<file path="config.mk">
export PLATFORM = sky130hd
export DESIGN_NAME = pred_pick_unit
export DESIGN_NICKNAME = d
export VERILOG_FILES = /design/src/rtl/pps_pkg.sv /design/src/rtl/pps_size_dec.sv /design/src/rtl/pps_elem_pick.sv /design/src/rtl/pred_pick_unit.sv
export SDC_FILE = /design/constraint.sdc
export NUM_CORES = 1
export LEC_CHECK = 0
export CAP_MARGIN = 20
export CORE_MARGIN = 1
export CORE_UTILIZATION = 36
export CTS_CLUSTER_DIAMETER = 100
export DETAILED_ROUTE_END_ITERATION = 16
export MAX_ROUTING_LAYER = met4
export PLACE_DENSITY = 0.88
export SYNTH_ARGS = -nofsm -noshare
export SYNTH_HDL_FRONTEND = slang
export SYNTH_SLANG_ARGS = --single-unit
</file>
<file path="constraint.sdc">
create_clock -name clk -period 1.5 [get_ports clk]
set_input_delay 0.15 -clock clk [delete_from_list [all_inputs] [get_ports clk]]
set_output_delay 0.15 -clock clk [all_outputs]
set_load 0.05 [all_outputs]
</file>
<file path="src/rtl/pps_pkg.sv">
package pps_pkg;
  // element size code; the value is also log2(element bytes)
  typedef enum logic [1:0] {
    ESZ_B = 2'd0,
    ESZ_H = 2'd1,
    ESZ_S = 2'd2,
    ESZ_D = 2'd3
  } esz_e;

  localparam int unsigned IDX_W = 32;
  localparam int unsigned ENC_W = 5;
  localparam int unsigned IMM_W = 4;
endpackage

</file>
<file path="src/rtl/pps_size_dec.sv">
module pps_size_dec
  import pps_pkg::*;
(
  input  logic             clk,
  input  logic             rst_n,
  input  logic [ENC_W-1:0] enc,
  output esz_e             esz,
  output logic [IMM_W-1:0] imm,
  output logic             rsv
);

  // lowest set bit of enc[3:0] marks the size; bits above it form the immediate
  always_comb begin
    esz = ESZ_B;
    imm = '0;
    rsv = 1'b0;
    casez (enc[3:0])
      4'b???1: begin esz = ESZ_B; imm = enc[4:1];               end
      4'b??10: begin esz = ESZ_H; imm = {1'b0, enc[4:2]};       end
      4'b?100: begin esz = ESZ_S; imm = {2'b00, enc[4:3]};      end
      4'b1000: begin esz = ESZ_D; imm = {3'b000, enc[4]};       end
      default: begin rsv = 1'b1;                                 end
    endcase
  end

  // immediate never reaches the element count of a 128-bit slice
  a_r2_imm_range: assert property (@(posedge clk) disable iff (!rst_n)
    !rsv |-> (({1'b0, imm} >> (3'd4 - {1'b0, esz})) == 5'd0));

endmodule

</file>
<file path="src/rtl/pps_elem_pick.sv">
module pps_elem_pick
  import pps_pkg::*;
#(
  parameter int unsigned PW = 16
) (
  input  logic [IDX_W-1:0] idx,
  input  logic [IMM_W-1:0] imm,
  input  logic [1:0]       sh,
  input  logic [PW-1:0]    gate,
  output logic             hit
);

  localparam int unsigned LB = $clog2(PW);

  logic [IDX_W:0] sum;
  logic [LB-1:0]  low;
  logic [LB-1:0]  pos;
  logic           unused_hi;

  // the element count is a power of two dividing 2^32, so wrapping is a mask;
  // scaling by element bytes before the mask drops exactly the wrapped bits
  assign sum       = {1'b0, idx} + (IDX_W + 1)'(imm);
  assign low       = sum[LB-1:0];
  assign pos       = low << sh;
  assign hit       = gate[pos];
  assign unused_hi = ^sum[IDX_W:LB];

endmodule

</file>
<file path="src/rtl/pred_pick_unit.sv">
module pred_pick_unit
  import pps_pkg::*;
#(
  parameter int unsigned VL_BITS = 128
) (
  input  logic                 clk,
  input  logic                 rst_n,
  input  logic                 in_valid,
  input  logic [ENC_W-1:0]     enc_fld,
  input  logic [1:0]           ridx_sel,
  input  logic [IDX_W-1:0]     idx_val,
  input  logic [VL_BITS/8-1:0] src_keep,
  input  logic [VL_BITS/8-1:0] src_gate,
  output logic [4:0]           ridx_num,
  output logic                 out_valid,
  output logic                 out_wr,
  output logic                 out_undef,
  output logic [VL_BITS/8-1:0] out_pred
);

  localparam int unsigned PW = VL_BITS / 8;

  esz_e             esz;
  logic [IMM_W-1:0] imm;
  logic             rsv;
  logic             hit;

  logic          vld_q, vld_d;
  logic          und_q, und_d;
  logic [PW-1:0] prd_q, prd_d;

  assign ridx_num = {3'b011, ridx_sel};

  pps_size_dec u_dec (
    .clk   (clk),
    .rst_n (rst_n),
    .enc   (enc_fld),
    .esz   (esz),
    .imm   (imm),
    .rsv   (rsv)
  );

  pps_elem_pick #(.PW(PW)) u_pick (
    .idx  (idx_val),
    .imm  (imm),
    .sh   (esz),
    .gate (src_gate),
    .hit  (hit)
  );

  // next state
  always_comb begin
    vld_d = in_valid;
    und_d = und_q;
    prd_d = prd_q;
    if (in_valid) begin
      und_d = rsv;
      prd_d = (!rsv && hit) ? src_keep : '0;
    end
  end

  // registers
  always_ff @(posedge clk or negedge rst_n) begin
    if (!rst_n) begin
      vld_q <= 1'b0;
      und_q <= 1'b0;
      prd_q <= '0;
    end else begin
      vld_q <= vld_d;
      und_q <= und_d;
      prd_q <= prd_d;
    end
  end

  assign out_valid = vld_q;
  assign out_undef = und_q;
  assign out_pred  = prd_q;
  assign out_wr    = vld_q & ~und_q;

  a_r7_valid_lat: assert property (@(posedge clk) disable iff (!rst_n)
    in_valid |=> out_valid);

  a_r7_idle: assert property (@(posedge clk) disable iff (!rst_n)
    !in_valid |=> !out_valid);

  a_r7_hold: assert property (@(posedge clk) disable iff (!rst_n)
    !in_valid |=> ($stable(out_pred) && $stable(out_undef)));

  a_r6_rsv_quiet: assert property (@(posedge clk) disable iff (!rst_n)
    out_undef |-> (out_pred == '0 && !out_wr));

  a_r5_keep_or_zero: assert property (@(posedge clk) disable iff (!rst_n)
    in_valid |=> (out_pred == '0 || out_pred == $past(src_keep)));

endmodule

</file>
==> results of run 1 <==
==> state kept, by name, indices dropped and copies added, names as in the netlist <==
register   flops
out_pred      16
out_valid      1
out_undef      1
==> metal layers <==
layer  GRT usage, %  vias up  wire (um)
met5              -        -          0
met3          4.202        8        200
met1          25.06      605       1554
met4          4.762        0         68
met2          31.18       54       1887
li1               -      624          -
==> how the worst min path moves through the flow <==
stage	start	to	slack [ns]	depth (start not counted)
6_report	rst_n	out_pred[14]	0.17	2
5_1_grt	rst_n	out_pred[14]	0.20	2
4_1_cts	rst_n	out_pred[14]	0.17	2
3_5_place_dp	ridx_sel[1]	ridx_num[1]	0.30	0
3_3_place_gp	ridx_sel[1]	ridx_num[1]	0.30	0
2_1_floorplan	rst_n	out_pred[0]	-0.15	0
==> cell type report <==
| class | instances | area share, % |
|---|---|---|
| well taps | 46 | 2.603 |
| clock buffers | 3 | 1.019 |
| inverters | 18 | 3.396 |
| repair buffers | 86 | 36.56 |
| multi-input cells | 90 | 36.05 |
| flip-flops and latches | 18 | 20.37 |
==> placed cells by master, fill, tap and decap left out, drive strengths merged, types with 2 or more instances in the layout <==
| cell type | n |
|---|---|
| a211oi | 3 |
| a21oi | 6 |
| a221oi | 3 |
| buf | 46 |
| clkbuf | 4 |
| clkdlybuf4s50 | 37 |
| conb | 3 |
| dfrtp | 18 |
| ha | 3 |
| inv | 18 |
| mux2 | 5 |
| mux2i | 5 |
| nand2 | 20 |
| nor2 | 4 |
| nor2b | 2 |
| nor3 | 2 |
| o21ai | 4 |
| o22ai | 16 |
| xor2 | 2 |
==> stage by stage <==
| step | TNS, ns | setup slack, ns | instance area, um2 | std cells | total power, mW |
|---|---|---|---|---|---|
| after global routing | -19.68 | -1.263 | 2211 | 261 | 2.446 |
| final | -18.07 | -1.166 | 2211 | 261 | 2.333 |
| after floorplan | -21.29 | -1.388 | 1343 | 139 | 1.509 |
| after global placement | -31.46 | -1.978 | 2019 | 252 | 1.856 |
| after detailed placement | -33.46 | -2.118 | 2019 | 252 | 1.879 |
| after CTS | -17.62 | -1.107 | 2137 | 259 | 2.277 |
==> power breakdown <==
group          total, mW  leakage, nW  switching, mW  internal (mW)
registers          0.630        0.234         0.0525          0.578
logic               1.47        0.762          0.821          0.648
clock network      0.234       0.0138          0.140         0.0935
==> what timing repair did <==
| item | 4_1_cts | 5_1_grt |
|---|---|---|
| pin swaps | 11 | 16 |
| resized for setup | 32 | 18 |
| hold buffers | 0 | 0 |
| setup buffers | 3 | 2 |
| endpoints found under the setup margin | 16 | 16 |
| cloned | 1 | 0 |
==> cell families (layout without fill, tap and decap cells) <==
kind of cell / Yosys count / in the layout / share of synthesized area, %
buffers and inverters: 31 / 107 / 12.39
AO/OA/AOI/OAI: 37 / 37 / 24.00
adder cells (fa/ha/maj): 4 / 4 / 4.488
flip-flops: 18 / 18 / 35.12
XOR/XNOR: 3 / 3 / 2.049
AND/OR/NAND/NOR: 33 / 33 / 12.10
other: 2 / 3 / 0.5856
multiplexers: 10 / 10 / 9.268
==> summary.md, run 1 <==
| Metric | Value |
|---|---|
| Status | `complete, but fails checks` |
| Failing checks | `negative setup slack` |
| RSZ-0062 raised after global routing | `yes` |
| CP arrival | `2.84 ns` |
| I/O pins | `98` |
| TritonCTS Buffers | `3` |
| Post-route core utilization | `65.74%` |
| Mapped cell area | `1282 um2` |
| Pwr/cell area | `1055 nW/um2` |
| WS Path Type | `in -> reg` |
| Post-route DRC violation count | `0` |
| Post-DP HPWL | `2516 um` |
| Post-route setup slack | `-1.166 ns` |
| Longest Clk Path Bufs | `2` |
| Max VDD drop | `0.5796 mV` |
| Most frequent cell after synthesis | `nand2_1` |
| Dominant cells by area after synthesis | `dfrtp_1 35%, o22ai_2 9.8%, nand2_1 5.9%` |
| CTS H-tree depth | `1` |
| Routed wire length | `3711 um` |
| Initial Utilization | `38.13%` |
| Largest stage delay on the critical path | `0.53 ns` |
| Sequential Area | `450.4 um2` |
| Fill cell count | `288` |
| Layout area overhead | `72.39%` |
| CTS tree | `built` |
| Fin. Hold Viols | `0` |
| Number of flops mapped to enable cells by yosys | `0` |
| DR iter-0 viols | `50` |
| Clock Skew | `0 ns` |
| Min-delay worst type | `in -> async` |
| Critical-path cell list | `clkdlybuf4s15_1 -> nor2_2 -> nor2_2 -> ha_2 -> fa_1 -> buf_6 -> a211o_4 -> a221oi_2 -> mux2_4 -> a21oi_4 -> mux2i_4 -> clkbuf_16 -> o22ai_2` |
| Ys flop type | `dfrtp_1` |
| Final setup vio count | `16` |
| Worst path slowest cell | `fa_1` |
| Max_cap viols | `0` |
| Synth unique cells | `37` |
| Die area | `3805 um2` |
| Die Ht | `61.69 um` |
| Largest net degree at the start of global routing | `19` |
| Clk sinks | `18` |
| Layout cells sized above 1 | `40.47%` |
| Drt wl/cell | `14.22 um` |
| Synth cell count leaders | `20 x nand2_1, 18 x dfrtp_1, 18 x inv_1` |
| Synth top area share | `35.12%` |
| Avg Inst Size Synth | `9.293 um2` |
| Via count | `1291` |
| Clk Latency, worst-skew pair | `0.29 ns` |
| Worst R2R Start | `out_undef` |
| Crit path from | `enc_fld[2]` |
| Gr usage total | `19.48%` |
| Buf/Inv on CP | `3` |
| Die width | `61.69 um` |
| Inserted Diodes | `0` |
| Cell mode on critical path | `nor2_2` |
| Clock slew at reported path FFs | `0.10 ns` |
| Synth Register Bits | `18` |
| Reg2Reg Capture Point | `out_undef` |
| First-pass GRT wire length | `5216 um` |
| Slew HR | `33.22%` |
| Worst-Margin Slew | `0.9997 ns` |
| CP delay by family, top | `compound AO/OA/AOI/OAI gates` |
| Number of global-route vias before repair | `1163` |
| Worst-path fanout max | `8` |
| Buffers on Ports | `62` |
| Fin crit period | `2.666 ns` |
| Critical path capture point | `out_pred[10]` |
| Post-synthesis sequential area ratio | `35.12%` |
| Rows | `21` |
| Yosys top cell by area | `dfrtp_1` |
| Final global-route overflow total | `0` |
| Post-Synthesis Cells | `138` |
| Syn. warnings | `0` |
| Req. time, crit path | `1.67 ns` |
| Footprint of the multi-input gates | `797.0 um2` |
| Critical Path Start Type | `primary input` |
| Final net count | `295` |
| Critical path depth | `13` |
| 1st-pass router iterations | `4` |
| Core outline area | `3363 um2` |
| Leak | `1.009 nW` |
| CP Capture Type | `flip-flop` |
| ANT nets after route | `0` |
| Final Hold Slack | `0.1700 ns` |
| Avg Vias per Cell | `4.946` |
| Asr flop ratio synth | `100.0%` |
| Initial antenna violation count | `0` |
| Maximum clock frequency | `375.1 MHz` |
| Root Buffer Master | `clkbuf_4` |
| Worst reg2reg path depth | `1` |
| Final Max Slew Viols | `0` |
| Period utilization | `177.7%` |
| Reg2Reg Setup Slack | `0.72 ns` |
| Final Wtd Congestion | `0.8791` |
Power figures use the tool's default switching activity.
==> inputs of run 2 (changes only) <==
Settings changed: GPL_TIMING_DRIVEN set to 0.
==> run 2 against run 1 <==
  * The flow still finishes with violations (negative setup slack)
  * Flip-flop and latch count unchanged
  * Global-route usage decreased by 0.33 points
  * Sequential share of layout area increased by 0.38 points
  * Non-clock buffer count increased by 2
  * Fmax about the same
  * Combinational power decreased by 10%
  * Worst hold slack improved by 0.14 ns
  * Die area unchanged
  * Critical path type unchanged
==> summary.md, run 2 (synthesis results as in run 1) <==
| Metric | Value |
|---|---|
| Longest Clk Path Bufs | `2 (unchanged)` |
| First-pass GRT wire length | `5140 um (-1.5%)` |
| CP Capture Type | `flip-flop` |
| Dpl ws | `-2.171 ns (-0.05292 ns)` |
| Via count | `1264 (-2.1%)` |
| Sequential power share | `27.7% (+0.7 points)` |
| Sequential Area | `450.4 um2 (unchanged)` |
| Buffers on Ports | `64 (+3.2%)` |
| Failing checks | `negative setup slack` |
| Root Buffer Master | `clkbuf_4` |
| Buf/Inv on CP | `5 (+2)` |
| Maximum clock frequency | `374.9 MHz (about the same)` |
| Clock share of power | `13.2% (+3.2 points)` |
| Layout area overhead | `69.27%` |
| Final net count | `297 (+0.68%)` |
| Initial antenna violation count | `0 (unchanged)` |
| Fin crit period | `2.667 ns (+0.001190 ns)` |
| Switching power | `0.9720 mW (-4.1%)` |
| Final Max Slew Viols | `0 (unchanged)` |
| Commonest cells after routing, fill and taps aside | `40 x clkdlybuf4s50_1, 20 x nand2_1, 18 x dfrtp_1, 18 x dlygate4sd2_1, 17 x inv_1` |
| Period utilization | `177.8% (about the same)` |
| CTS tree | `built` |
| TritonCTS Buffers | `3 (unchanged)` |
| Worst-Margin Slew | `0.8024 ns (-0.1973 ns)` |
| 1st-pass router iterations | `4 (unchanged)` |
| RSZ-0062 raised after global routing | `yes` |
| WS Path Type | `in -> reg` |
| Final setup vio count | `16 (unchanged)` |
| Core outline area | `3363 um2 (unchanged)` |
| Final global-route overflow total | `0 (unchanged)` |
| Min-delay worst type | `in -> async` |
| Die width | `61.69 um (unchanged)` |
| Leak | `1.006 nW (-0.36%)` |
| Critical-path cell list | `buf_2 -> inv_1 -> o21ai_4 -> nor2_1 -> nor2_1 -> ha_2 -> fa_2 -> buf_6 -> a211o_1 -> buf_6 -> a221oi_2 -> mux2_4 -> a21oi_4 -> mux2i_4 -> buf_4 -> o22ai_1` |
| Status | `complete, but fails checks` |
| Critical Path Start Type | `primary input` |
| Fin. Hold Viols | `0 (unchanged)` |
| Worst R2R Start | `out_undef` |
| Final Wtd Congestion | `0.7267 (-17%)` |
| Largest stage delay on the critical path | `0.46 ns (-0.07 ns)` |
| DR iter-0 viols | `28 (-44%)` |
| Post-route core utilization | `64.55% (-1.2 points)` |
| Footprint of the multi-input gates | `752.0 um2 (-5.7%)` |
| Req. time, crit path | `1.68 ns (about the same)` |
| Most common cell after layout, fill and taps aside | `clkdlybuf4s50_1` |
| I/O pins | `98 (unchanged)` |
| Die area | `3805 um2 (unchanged)` |
| CP delay by family, top | `compound AO/OA/AOI/OAI gates` |
| Layout cells sized above 1 | `28.90% (-12 points)` |
| Rows | `21 (unchanged)` |
| Max_cap viols | `0 (unchanged)` |
| Comb power frac | `59.1% (-3.9 points)` |
| Pint | `1.263 mW (-4.3%)` |
| Clock slew at reported path FFs | `0.10 ns (about the same)` |
| Clock Skew | `0 ns (unchanged)` |
| CP arrival | `2.84 ns (about the same)` |
| Fill cell count | `315 (+9.4%)` |
| Worst-path fanout max | `8 (unchanged)` |
| Worst reg2reg path depth | `1 (unchanged)` |
| Die Ht | `61.69 um (unchanged)` |
| Largest net degree at the start of global routing | `19 (unchanged)` |
| Clk sinks | `18 (unchanged)` |
| Clk Latency, worst-skew pair | `0.29 ns (about the same)` |
| Largest register FFs | `16 (unchanged)` |
| Number of global-route vias before repair | `1164 (+0.086%)` |
| CTS H-tree depth | `1 (unchanged)` |
| Avg Vias per Cell | `4.788 (-3.2%)` |
| Inserted Diodes | `0 (unchanged)` |
| Max VDD drop | `0.8474 mV (+46%)` |
| Sw Share | `43.49% (+0.050 points)` |
| Slew HR | `46.34% (+13 points)` |
| Pwr/cell area | `1030 nW/um2 (-2.4%)` |
| Gr usage total | `19.16% (-0.33 points)` |
| Reg2Reg Setup Slack | `0.73 ns (about the same)` |
| Routed wire length | `3309 um (-11%)` |
| Post-DP HPWL | `2380 um (-5.4%)` |
| Cts hold-fix bufs | `0 (unchanged)` |
| Post-route DRC violation count | `0 (unchanged)` |
| Worst path slowest cell | `fa_2` |
| Drt wl/cell | `12.53 um (-12%)` |
| Reg2Reg Capture Point | `out_undef` |
| Initial Utilization | `38.13% (unchanged)` |
| Post-route setup slack | `-1.167 ns (-0.001190 ns)` |
| ANT nets after route | `0 (unchanged)` |
[run 2: cell types whose count changed in the layout (fill, tap and decap cells not counted), sizes merged]
cell and delta:
clkdlybuf4s50 +3, buf -23, clkbuf +6, dlygate4sd2 +17
[run 2: how the worst max path moves through the flow]
stage | end | depth (start not counted) | slack (ns) | start
floorplan | out_pred[10] | 16 | -1.39 | enc_fld[0]
global placement | out_pred[10] | 16 | -2.11 | enc_fld[1]
detailed placement | out_pred[12] | 16 | -2.17 | enc_fld[0]
CTS | out_pred[12] | 17 | -1.23 | enc_fld[1]
global route | out_pred[6] | 17 | -1.30 | enc_fld[0]
finish | out_pred[5] | 16 | -1.17 | enc_fld[4]
[run 2: layout make-up]
type	count	area share [%]
Clock buffer	4	1.671
Inverter	18	3.458
Timing Repair Buffer	76	32.68
Sequential cell	18	20.75
Buffer	12	4.150
Tap cell	46	2.651
Multi-Input combinational cell	90	34.64
[run 2: timing repair]
item	4_1_cts	5_1_grt
setup buffers	8	3
pin swaps	9	8
resized for setup	48	8
setup endpoints to repair	35	17
gates cloned	1	0
[run 2: power by group through the flow]
| stage | logic [mW] | registers [mW] | clock network (mW) |
|---|---|---|---|
| finish | 1.32 | 0.619 | 0.294 |
| global route | 1.41 | 0.633 | 0.335 |
| CTS | 1.40 | 0.622 | 0.305 |
| detailed placement | 1.29 | 0.634 | 0 |
| global placement | 1.27 | 0.630 | 0 |
| floorplan | 0.542 | 0.967 | 0 |
[run 2: metrics by stage]
stage          hold slack [ns]  power (mW)  cells  TNS (ns)  cell area [um2]
2_1_floorplan          -0.1456       1.509    139    -21.29             1343
3_3_place_gp            0.5136       1.904    249    -32.60             2041
3_5_place_dp            0.5196       1.923    249    -33.53             2041
4_1_cts                 0.3145       2.330    262    -18.88             2172
5_1_grt                 0.3059       2.374    264    -20.62             2171
6_report                0.3107       2.235    264    -18.52             2171
[run 2: layer usage]
layer	track usage, %	share of wire, %	vias to the layer above
li1	-	-	632
met1	23.89	42	578
met2	31.49	51	49
met3	3.571	5.3	5
met4	5.714	1.2	0
met5	-	0	-
==> inputs of run 3 (changes only) <==
Settings changed: HOLD_SLACK_MARGIN set to 0.02, SKIP_LAST_GASP set to 1.
==> results of run 3 <==
Same layout as run 2: the final DEF is identical, and so are final timing and power.
